==> config.mk <==
export PLATFORM = sky130hd
export DESIGN_NAME = mdio_mgmt_ctrl
export DESIGN_NICKNAME = d
export VERILOG_FILES = /design/src/rtl/mdio_mgmt_ctrl.sv
export SDC_FILE = /design/constraint.sdc
export NUM_CORES = 1
export LEC_CHECK = 0
export BUFFER_PORTS_ARGS = -buffer_cell sky130_fd_sc_hd__buf_2
export CORE_UTILIZATION = 40
export DETAILED_ROUTE_END_ITERATION = 16
export PLACE_DENSITY_LB_ADDON = 0.08
export RECOVER_POWER = 50
export SLEW_MARGIN = 0
export SYNTH_ARGS = -nofsm -noshare
export SYNTH_HDL_FRONTEND = slang
export SYNTH_SLANG_ARGS = --single-unit
==> constraint.sdc <==
create_clock -name clk -period 6.26 [get_ports clk]
set_input_delay 1.252 -clock clk [delete_from_list [all_inputs] [get_ports clk]]
set_output_delay 1.252 -clock clk [all_outputs]
set_load 0.02 [all_outputs]
==> src/rtl/mdio_mgmt_ctrl.sv <==
module mdio_mgmt_ctrl #(
  parameter int DIV_W = 8
) (
  input  logic             clk,
  input  logic             rst_n,
  input  logic [1:0]       reg_addr,
  input  logic             reg_wr,
  input  logic [31:0]      reg_wdata,
  output logic [31:0]      reg_rdata,
  output logic             mdc,
  output logic             mdio_o,
  output logic             mdio_oe,
  input  logic             mdio_i
);

  localparam logic [1:0] A_CTRL  = 2'd0;
  localparam logic [1:0] A_CMD   = 2'd1;
  localparam logic [1:0] A_ALIVE = 2'd2;
  localparam int         FLEN    = 64;
  localparam logic [5:0] LAST    = 6'(FLEN - 1);
  localparam logic [5:0] TA1     = 6'd46;
  localparam logic [5:0] TA2     = 6'd47;
  localparam logic [5:0] DAT0    = 6'd48;

  logic [DIV_W-1:0] div_q;
  logic             en_q;
  logic             go_q, wr_q, ack_q;
  logic [4:0]       ra_q, pa_q;
  logic [15:0]      dat_q;
  logic [31:0]      alive_q;

  logic             busy, f_host, f_rd, ack_r;
  logic [DIV_W-1:0] cnt;
  logic [5:0]       bitn;
  logic [63:0]      sh;
  logic [15:0]      rx;
  logic [4:0]       f_pa, poll_pa;

  wire [DIV_W-1:0] dcap   = (div_q == '0) ? DIV_W'(1) : div_q;
  wire [DIV_W-1:0] half   = DIV_W'(({1'b0, dcap} + (DIV_W+1)'(1)) >> 1);
  wire [DIV_W-1:0] cnt_nx = cnt + DIV_W'(1);
  wire             start  = !busy && en_q;
  wire             n_rd   = go_q ? !wr_q : 1'b1;
  wire [4:0]       n_pa   = go_q ? pa_q : poll_pa;
  wire [4:0]       n_ra   = go_q ? ra_q : 5'd1;
  wire [63:0]      frame  = {32'hFFFF_FFFF, 2'b01, n_rd ? 2'b10 : 2'b01, n_pa, n_ra,
                             2'b10, n_rd ? 16'hFFFF : dat_q};
  wire             bit_end = busy && (cnt >= dcap);
  wire             done    = bit_end && (bitn == LAST);
  wire             cmd_wr  = reg_wr && (reg_addr == A_CMD) && !go_q;

  always_ff @(posedge clk or negedge rst_n) begin
    if (!rst_n) begin
      div_q <= '0;
      en_q  <= 1'b0;
    end else if (reg_wr && reg_addr == A_CTRL) begin
      div_q <= reg_wdata[DIV_W-1:0];
      en_q  <= reg_wdata[30];
    end
  end

  always_ff @(posedge clk or negedge rst_n) begin
    if (!rst_n) begin
      go_q <= 1'b0; wr_q <= 1'b0; ack_q <= 1'b0;
      ra_q <= '0;   pa_q <= '0;   dat_q <= '0;
    end else if (cmd_wr) begin
      go_q  <= reg_wdata[31];
      wr_q  <= reg_wdata[30];
      ack_q <= 1'b0;
      ra_q  <= reg_wdata[25:21];
      pa_q  <= reg_wdata[20:16];
      dat_q <= reg_wdata[15:0];
    end else if (done && f_host) begin
      go_q <= 1'b0;
      if (f_rd) begin
        ack_q <= ack_r;
        dat_q <= rx;
      end else begin
        ack_q <= 1'b0;
      end
    end
  end

  always_ff @(posedge clk or negedge rst_n) begin
    if (!rst_n)
      alive_q <= '0;
    else if (done && f_rd)
      alive_q[f_pa] <= ack_r;
  end

  always_ff @(posedge clk or negedge rst_n) begin
    if (!rst_n) begin
      busy <= 1'b0; f_host <= 1'b0; f_rd <= 1'b0; ack_r <= 1'b0;
      cnt <= '0; bitn <= '0; sh <= '0; rx <= '0;
      f_pa <= '0; poll_pa <= '0;
      mdc <= 1'b0; mdio_o <= 1'b1; mdio_oe <= 1'b0;
    end else if (!busy) begin
      mdc     <= 1'b0;
      mdio_o  <= 1'b1;
      mdio_oe <= 1'b0;
      if (start) begin
        busy    <= 1'b1;
        f_host  <= go_q;
        f_rd    <= n_rd;
        f_pa    <= n_pa;
        cnt     <= '0;
        bitn    <= '0;
        sh      <= {frame[62:0], 1'b0};
        mdio_o  <= frame[63];
        mdio_oe <= 1'b1;
        ack_r   <= 1'b0;
        rx      <= '0;
        if (!go_q) poll_pa <= poll_pa + 5'd1;
      end
    end else if (bit_end) begin
      mdc <= 1'b0;
      cnt <= '0;
      if (bitn == LAST) begin
        busy    <= 1'b0;
        mdio_oe <= 1'b0;
        mdio_o  <= 1'b1;
      end else begin
        bitn    <= bitn + 6'd1;
        mdio_o  <= sh[63];
        sh      <= {sh[62:0], 1'b0};
        mdio_oe <= !(f_rd && (bitn >= TA1 - 6'd1));
      end
    end else begin
      cnt <= cnt_nx;
      if (cnt_nx == half) begin
        mdc <= 1'b1;
        if (f_rd && bitn == TA2) ack_r <= !mdio_i;
        if (f_rd && bitn >= DAT0) rx <= {rx[14:0], mdio_i};
      end
    end
  end

  always_comb begin
    case (reg_addr)
      A_CTRL:  reg_rdata = {!busy, en_q, (30-DIV_W)'(0), div_q};
      A_CMD:   reg_rdata = {go_q, wr_q, ack_q, 3'b000, ra_q, pa_q, dat_q};
      A_ALIVE: reg_rdata = alive_q;
      default: reg_rdata = '0;
    endcase
  end

  AST_GO_HELD: assert property (@(posedge clk) disable iff (!rst_n)
    (go_q && !done) |=> go_q);

  AST_CMD_IGNORED: assert property (@(posedge clk) disable iff (!rst_n)
    (go_q && reg_wr && reg_addr == A_CMD && !done) |=>
      ($stable(pa_q) && $stable(ra_q) && $stable(dat_q) && $stable(wr_q)));

  AST_TA_RELEASE: assert property (@(posedge clk) disable iff (!rst_n)
    (busy && f_rd && bitn >= TA1) |-> !mdio_oe);

  AST_WRITE_DRIVEN: assert property (@(posedge clk) disable iff (!rst_n)
    (busy && !f_rd) |-> mdio_oe);

  AST_BIT_STABLE: assert property (@(posedge clk) disable iff (!rst_n)
    (busy && $past(busy) && cnt != '0) |-> $stable(mdio_o));

  AST_HOLD_WHEN_OFF: assert property (@(posedge clk) disable iff (!rst_n)
    (!busy && !en_q) |=> (!busy && !mdc));

  AST_ALIVE_QUIET: assert property (@(posedge clk) disable iff (!rst_n)
    !done |=> $stable(alive_q));

endmodule

# Word-level counts from Yosys, hierarchy flattened
# Cells that the tools add are included.
# totals
in_bits	38
wordCells	125
ff_bits	181
out_inout_bits	35
# op_classes
n_mux	52
reduce_logical	28
add_sub_neg	4
order_cmp	5
n_eq_ne	12
bitwise_logic	2
# op_table
operator	n
$mux 64	4
$mux 16	9
$pmux 32 s3	1
$bwmux 32	1
$mux 8	4
$mux 1	25
$mux 6	4
$eq 6x6->1 const B	2
$ge 6x6->1 const B	2
$logic_and 1x1->1	12
$mux 5	2
$add 8x1->9 const B	1
$add 8x1->8 const B	1
$eq 8x8->1	1
$ge 8x8->1	1
$logic_not 8->1	1
$ne 2x1->1 const B	4
$reduce_and 4->1	2
$add 6x1->6 const B	1
$lt 5x6->1 const B	1
$reduce_and 3->1	2
$reduce_bool 2->1	3
$add 5x1->5 const B	1
$demux 1 s5	1
10 further kinds	17

# Logic depth before layout (Yosys ltp)
# logic_depth
depth_word	8
ltp_mapped	13
mapped_depth_nobuf	11

# Worst setup path after synthesis
# No wires, ideal clock.
# synth_path
kind	in2out
startpoint	input reg_addr[1]
endpoint	output reg_rdata[1]
arrival_time_ns	2.492
setup_slack_ns	2.516
path_stages	4
path_buffers	2
required_time_ns	5.008
cell_sequence	clkbuf_1 > clkbuf_1 > mux2i_1 > o21ai_0
# synth_between
elab_chain_cells	2
word_cells_on_any_way	4
classes_between	eq/ne: 2; mux: 1; reduce/logical: 1
# synth_rtl
element	line	text
start, declared	6	input logic [1:0] reg_addr,
$eq 2x2->1 (tied with other cells)	139	case (reg_addr)
$pmux 32 s3 *	139	
end, declared	9	output logic [31:0] reg_rdata,
# Mark *: on every way between the ends. The rest lies on a longest branch, timed or not.

# Worst setup path after layout
# layout_path
startpoint	register busy
endpoint	register bitn[5]
# layout_between
elab_chain_cells	4
word_cells_on_any_way	8
classes_between	eq/ne: 2; mux: 1; reduce/logical: 5
# layout_rtl
element	line	text
start, declared	32	logic busy, f_host, f_rd, ack_r;
start signal, assigned	93	busy <= 1'b0; f_host <= 1'b0; f_rd <= 1'b0; ack_r <= 1'b0;
start signal, assigned	102	busy <= 1'b1;
start signal, assigned	119	busy <= 1'b0;
$logic_not 1->1	42	wire start = !busy && en_q;
$logic_and 1x1->1	42	
$reduce_bool 2->1 (no line)	-	
$reduce_and 3->1 (no line)	-	
end signal, assigned	123	bitn <= bitn + 6'd1;
end, declared	34	logic [5:0] bitn;
# Parallel ways exist; a longest one is shown, timed or not.
# A chain may end at the register's enable or synchronous reset.

==> out/results.ini <==
[placed_design]
dp_hpwl_um = 14880
place_congestion = 0.7494
io_buffers = 68
place_area_um2 = 9510

[die]
initial_core_util_pct = 40.94
dieArea_um2 = 23010
fp.dieW_um = 151.7
row_count = 54
die_y_um = 151.7
ios = 73
core_um2 = 21890

[route]
drc_errors = 0
wirelength_um = 22050
wl_per_cell_um = 17.95
num_vias = 6512
drtIter0Drc = 361
via_per_inst = 5.303
ant_nets = 0
dr.pass1.iters = 4

[sta]
tns_ns = 0
setup_viol = 0
hold_viol_final = 0
worst_slew_pin_slew_ns = 2.481
post-route-period-util_pct = 71.10
fin_skew_ns = 0.02718
fmax_mhz = 224.7
slew_headroom_pct = -65.40
period_needed_ns = 4.451
rsz0062_at_grt = false
slew_viol_final = 156

[critical_path]
cp-start-kind = flop
crit_start = busy$_DFF_PN0_
regToRegStartpoint = busy$_DFF_PN0_
r2r_cells = 4
worstPathArrival_ns = 4.76
critPathMaxFanout = 47
worstSetupEndpointType = flop
reg2reg_slack_ns = 1.81
required_ns = 6.57
crit_type = reg -> reg
r2r_end = bitn[5]$_DFFE_PN0P_

[clocking]
cts.clk_slew.worst_paths_ns = 0.07
htree_levels = 4
post_cts_resized = 0
clk_latency_ns = 0.43
hold_buffers = 0
cts_tree = built
post_cts_buffers = 0
root_buffer = clkbuf_16
cts_buffers = 17
cts.sinks = 180
cts_buffer_depth = 2

[synthesis]
synth_edf_count = 0
synthesis.nets = 948
async_flop_share_pct = 100.0
synth_warnings = 0
yosysSeqAreaShare_pct = 50.27
ys_ff_latch = 180
mappedNetlistArea_um2 = 8962
synth_flop_cell = dfrtp_1
synth_area_per_cell_um2 = 9.991
synthCells = 897
ys_types = 56

[global_routing]
grt_pass1_wl_um = 35760
overflow = 0
track_usage_pct = 20.50
grt_max_degree = 94
antenna_found_initial = 0
grt_pass1_vias = 6259

[final_layout]
nets = 987
syn2layout_area_growth_pct = 12.15
n_antenna_cell = 0
layout-drive-gt1-share_pct = 20.78
design_area_um2 = 10050

[job]
maxCapViolCount = 4

[pwr]
ir_drop_mv = 0.1893
p_leak_nw = 4.681
power.density_nw_per_um2 = 371.7

[outcome]
status = complete, but fails checks
violations = max-capacitance violations, max-slew violations

[hold_path]
hold_path_depth = 2
hold_class = reg -> reg
hold_path_end = sh[34]$_DFFE_PN0P_
hp-start = sh[33]$_DFFE_PN0P_

==> critical path: stages, from the launching register on <==
cell and delay [ns]:
dfrtp_2 0.39, clkbuf_1 1.77, nand3_1 1.25, or4_1 0.80, mux2i_1 0.14
==> power breakdown <==
group / internal (mW) / switching (mW) / total, mW
logic: 0.401 / 0.558 / 0.958
clock network: 0.563 / 0.485 / 1.05
registers: 1.45 / 0.275 / 1.73
==> per-layer routing <==
layer | share of wire, % | GRT usage, % | vias to the layer above | routed length [um]
li1 | - | - | 3243 | -
met1 | 52 | 31.84 | 3170 | 11510
met3 | 3.4 | 3.234 | 7 | 744
met5 | 0 | 0 | - | 0
met2 | 44 | 29.66 | 92 | 9650
met4 | 0.65 | 4.406 | 0 | 144
==> worst max path at each step <==
| stage | to | slack (ns) |
|---|---|---|
| after floorplan | reg_rdata[1] | 2.52 |
| after global placement | rx[14]$_DFFE_PN0P_ | 2.39 |
| after detailed placement | rx[14]$_DFFE_PN0P_ | 2.40 |
| after CTS | sh[24]$_DFFE_PN0P_ | 2.37 |
| after global routing | bitn[5]$_DFFE_PN0P_ | 1.41 |
| final | bitn[5]$_DFFE_PN0P_ | 1.81 |
==> cell type report <==
cell class | instances | area (um^2)
Clock inverter | 13 | 126.4
Timing Repair Buffer | 80 | 419.2
Fill cell | 2112 | 11840
Tap cell | 280 | 350.3
Sequential cell | 180 | 4507
Clock buffer | 18 | 439.2
Multi-Input combinational cell | 638 | 4138
Inverter | 19 | 71.32
==> sequential cells by signal, indices dropped and copies added (netlist names), 6 cells and up <==
register,flops
sh,63
dat_q,16
rx,16
alive_q,32
div_q,8
bitn,6
cnt,8
==> per-stage QoR <==
stage               cells  power (mW)  utilization (%)  setup WS [ns]  hold slack, ns
floorplan             897       2.383                -          2.516          0.4334
global placement     1197       2.706            43.44          2.390          0.4436
detailed placement   1197       2.723            43.44          2.395          0.4450
CTS                  1228       3.785            46.03          2.365          0.4649
global route         1228       4.004            45.91          1.413          0.4735
finish               1228       3.736            45.91          1.809          0.4611
==> cells in the mapped netlist, types with 3 or more instances <==
cell	number	share of area, %
o22ai_1	16	1.1
buf_6	8	1.0
nand3b_1	7	0.59
mux2i_1	34	3.8
dfrtp_1	179	50
mux2_2	50	6.3
nand2_1	198	8.3
nor2_1	20	0.84
inv_1	18	0.75
o211ai_1	3	0.25
clkbuf_1	48	2.0
nand4_1	8	0.56
a22o_1	20	2.0
and2_1	3	0.21
o21ai_0	107	6.0
and3_1	3	0.21
xor2_1	5	0.49
nand3_1	16	0.89
xnor2_1	9	0.88
a21o_1	5	0.42
a22oi_1	5	0.42
a21oi_1	7	0.39
ha_1	13	1.8
a31oi_1	4	0.28
nand2b_1	3	0.21
nor2b_1	4	0.28
o211ai_2	15	2.1
nand3_2	16	1.8
nor3_1	36	2.0
==> cell families (layout without fill, tap and decap cells) <==
family,Yosys count,in the layout,share of synthesized area [%]
mux,84,84,10.08
fa+ha+maj,13,13,1.815
flops,180,180,50.27
xor+xnor,17,17,2.052
simple gates,327,327,17.09
buf+inv,79,130,4.007
compound gates,197,197,14.69
==> layout by cell type (no fill, tap or decap), types with 5 or more instances in the layout <==
master       n
a21o_1       5
o211ai_2    15
inv_1       18
nor2_1      19
ha_1        13
nand3_2     16
xor2_1       5
buf_4        8
buf_2       63
a22oi_1      5
clkbuf_1     8
dfrtp_1    178
nand3b_1     7
o21ai_0    107
a22o_1      20
nand3_1     16
nand2_1    198
nor3_1      35
mux2_2      50
xnor2_1      9
nand4_1      8
mux2i_1     34
a21oi_1      7
clkbuf_16   17
o22ai_1     16
Note: power is estimated with default switching activity, not from simulation.
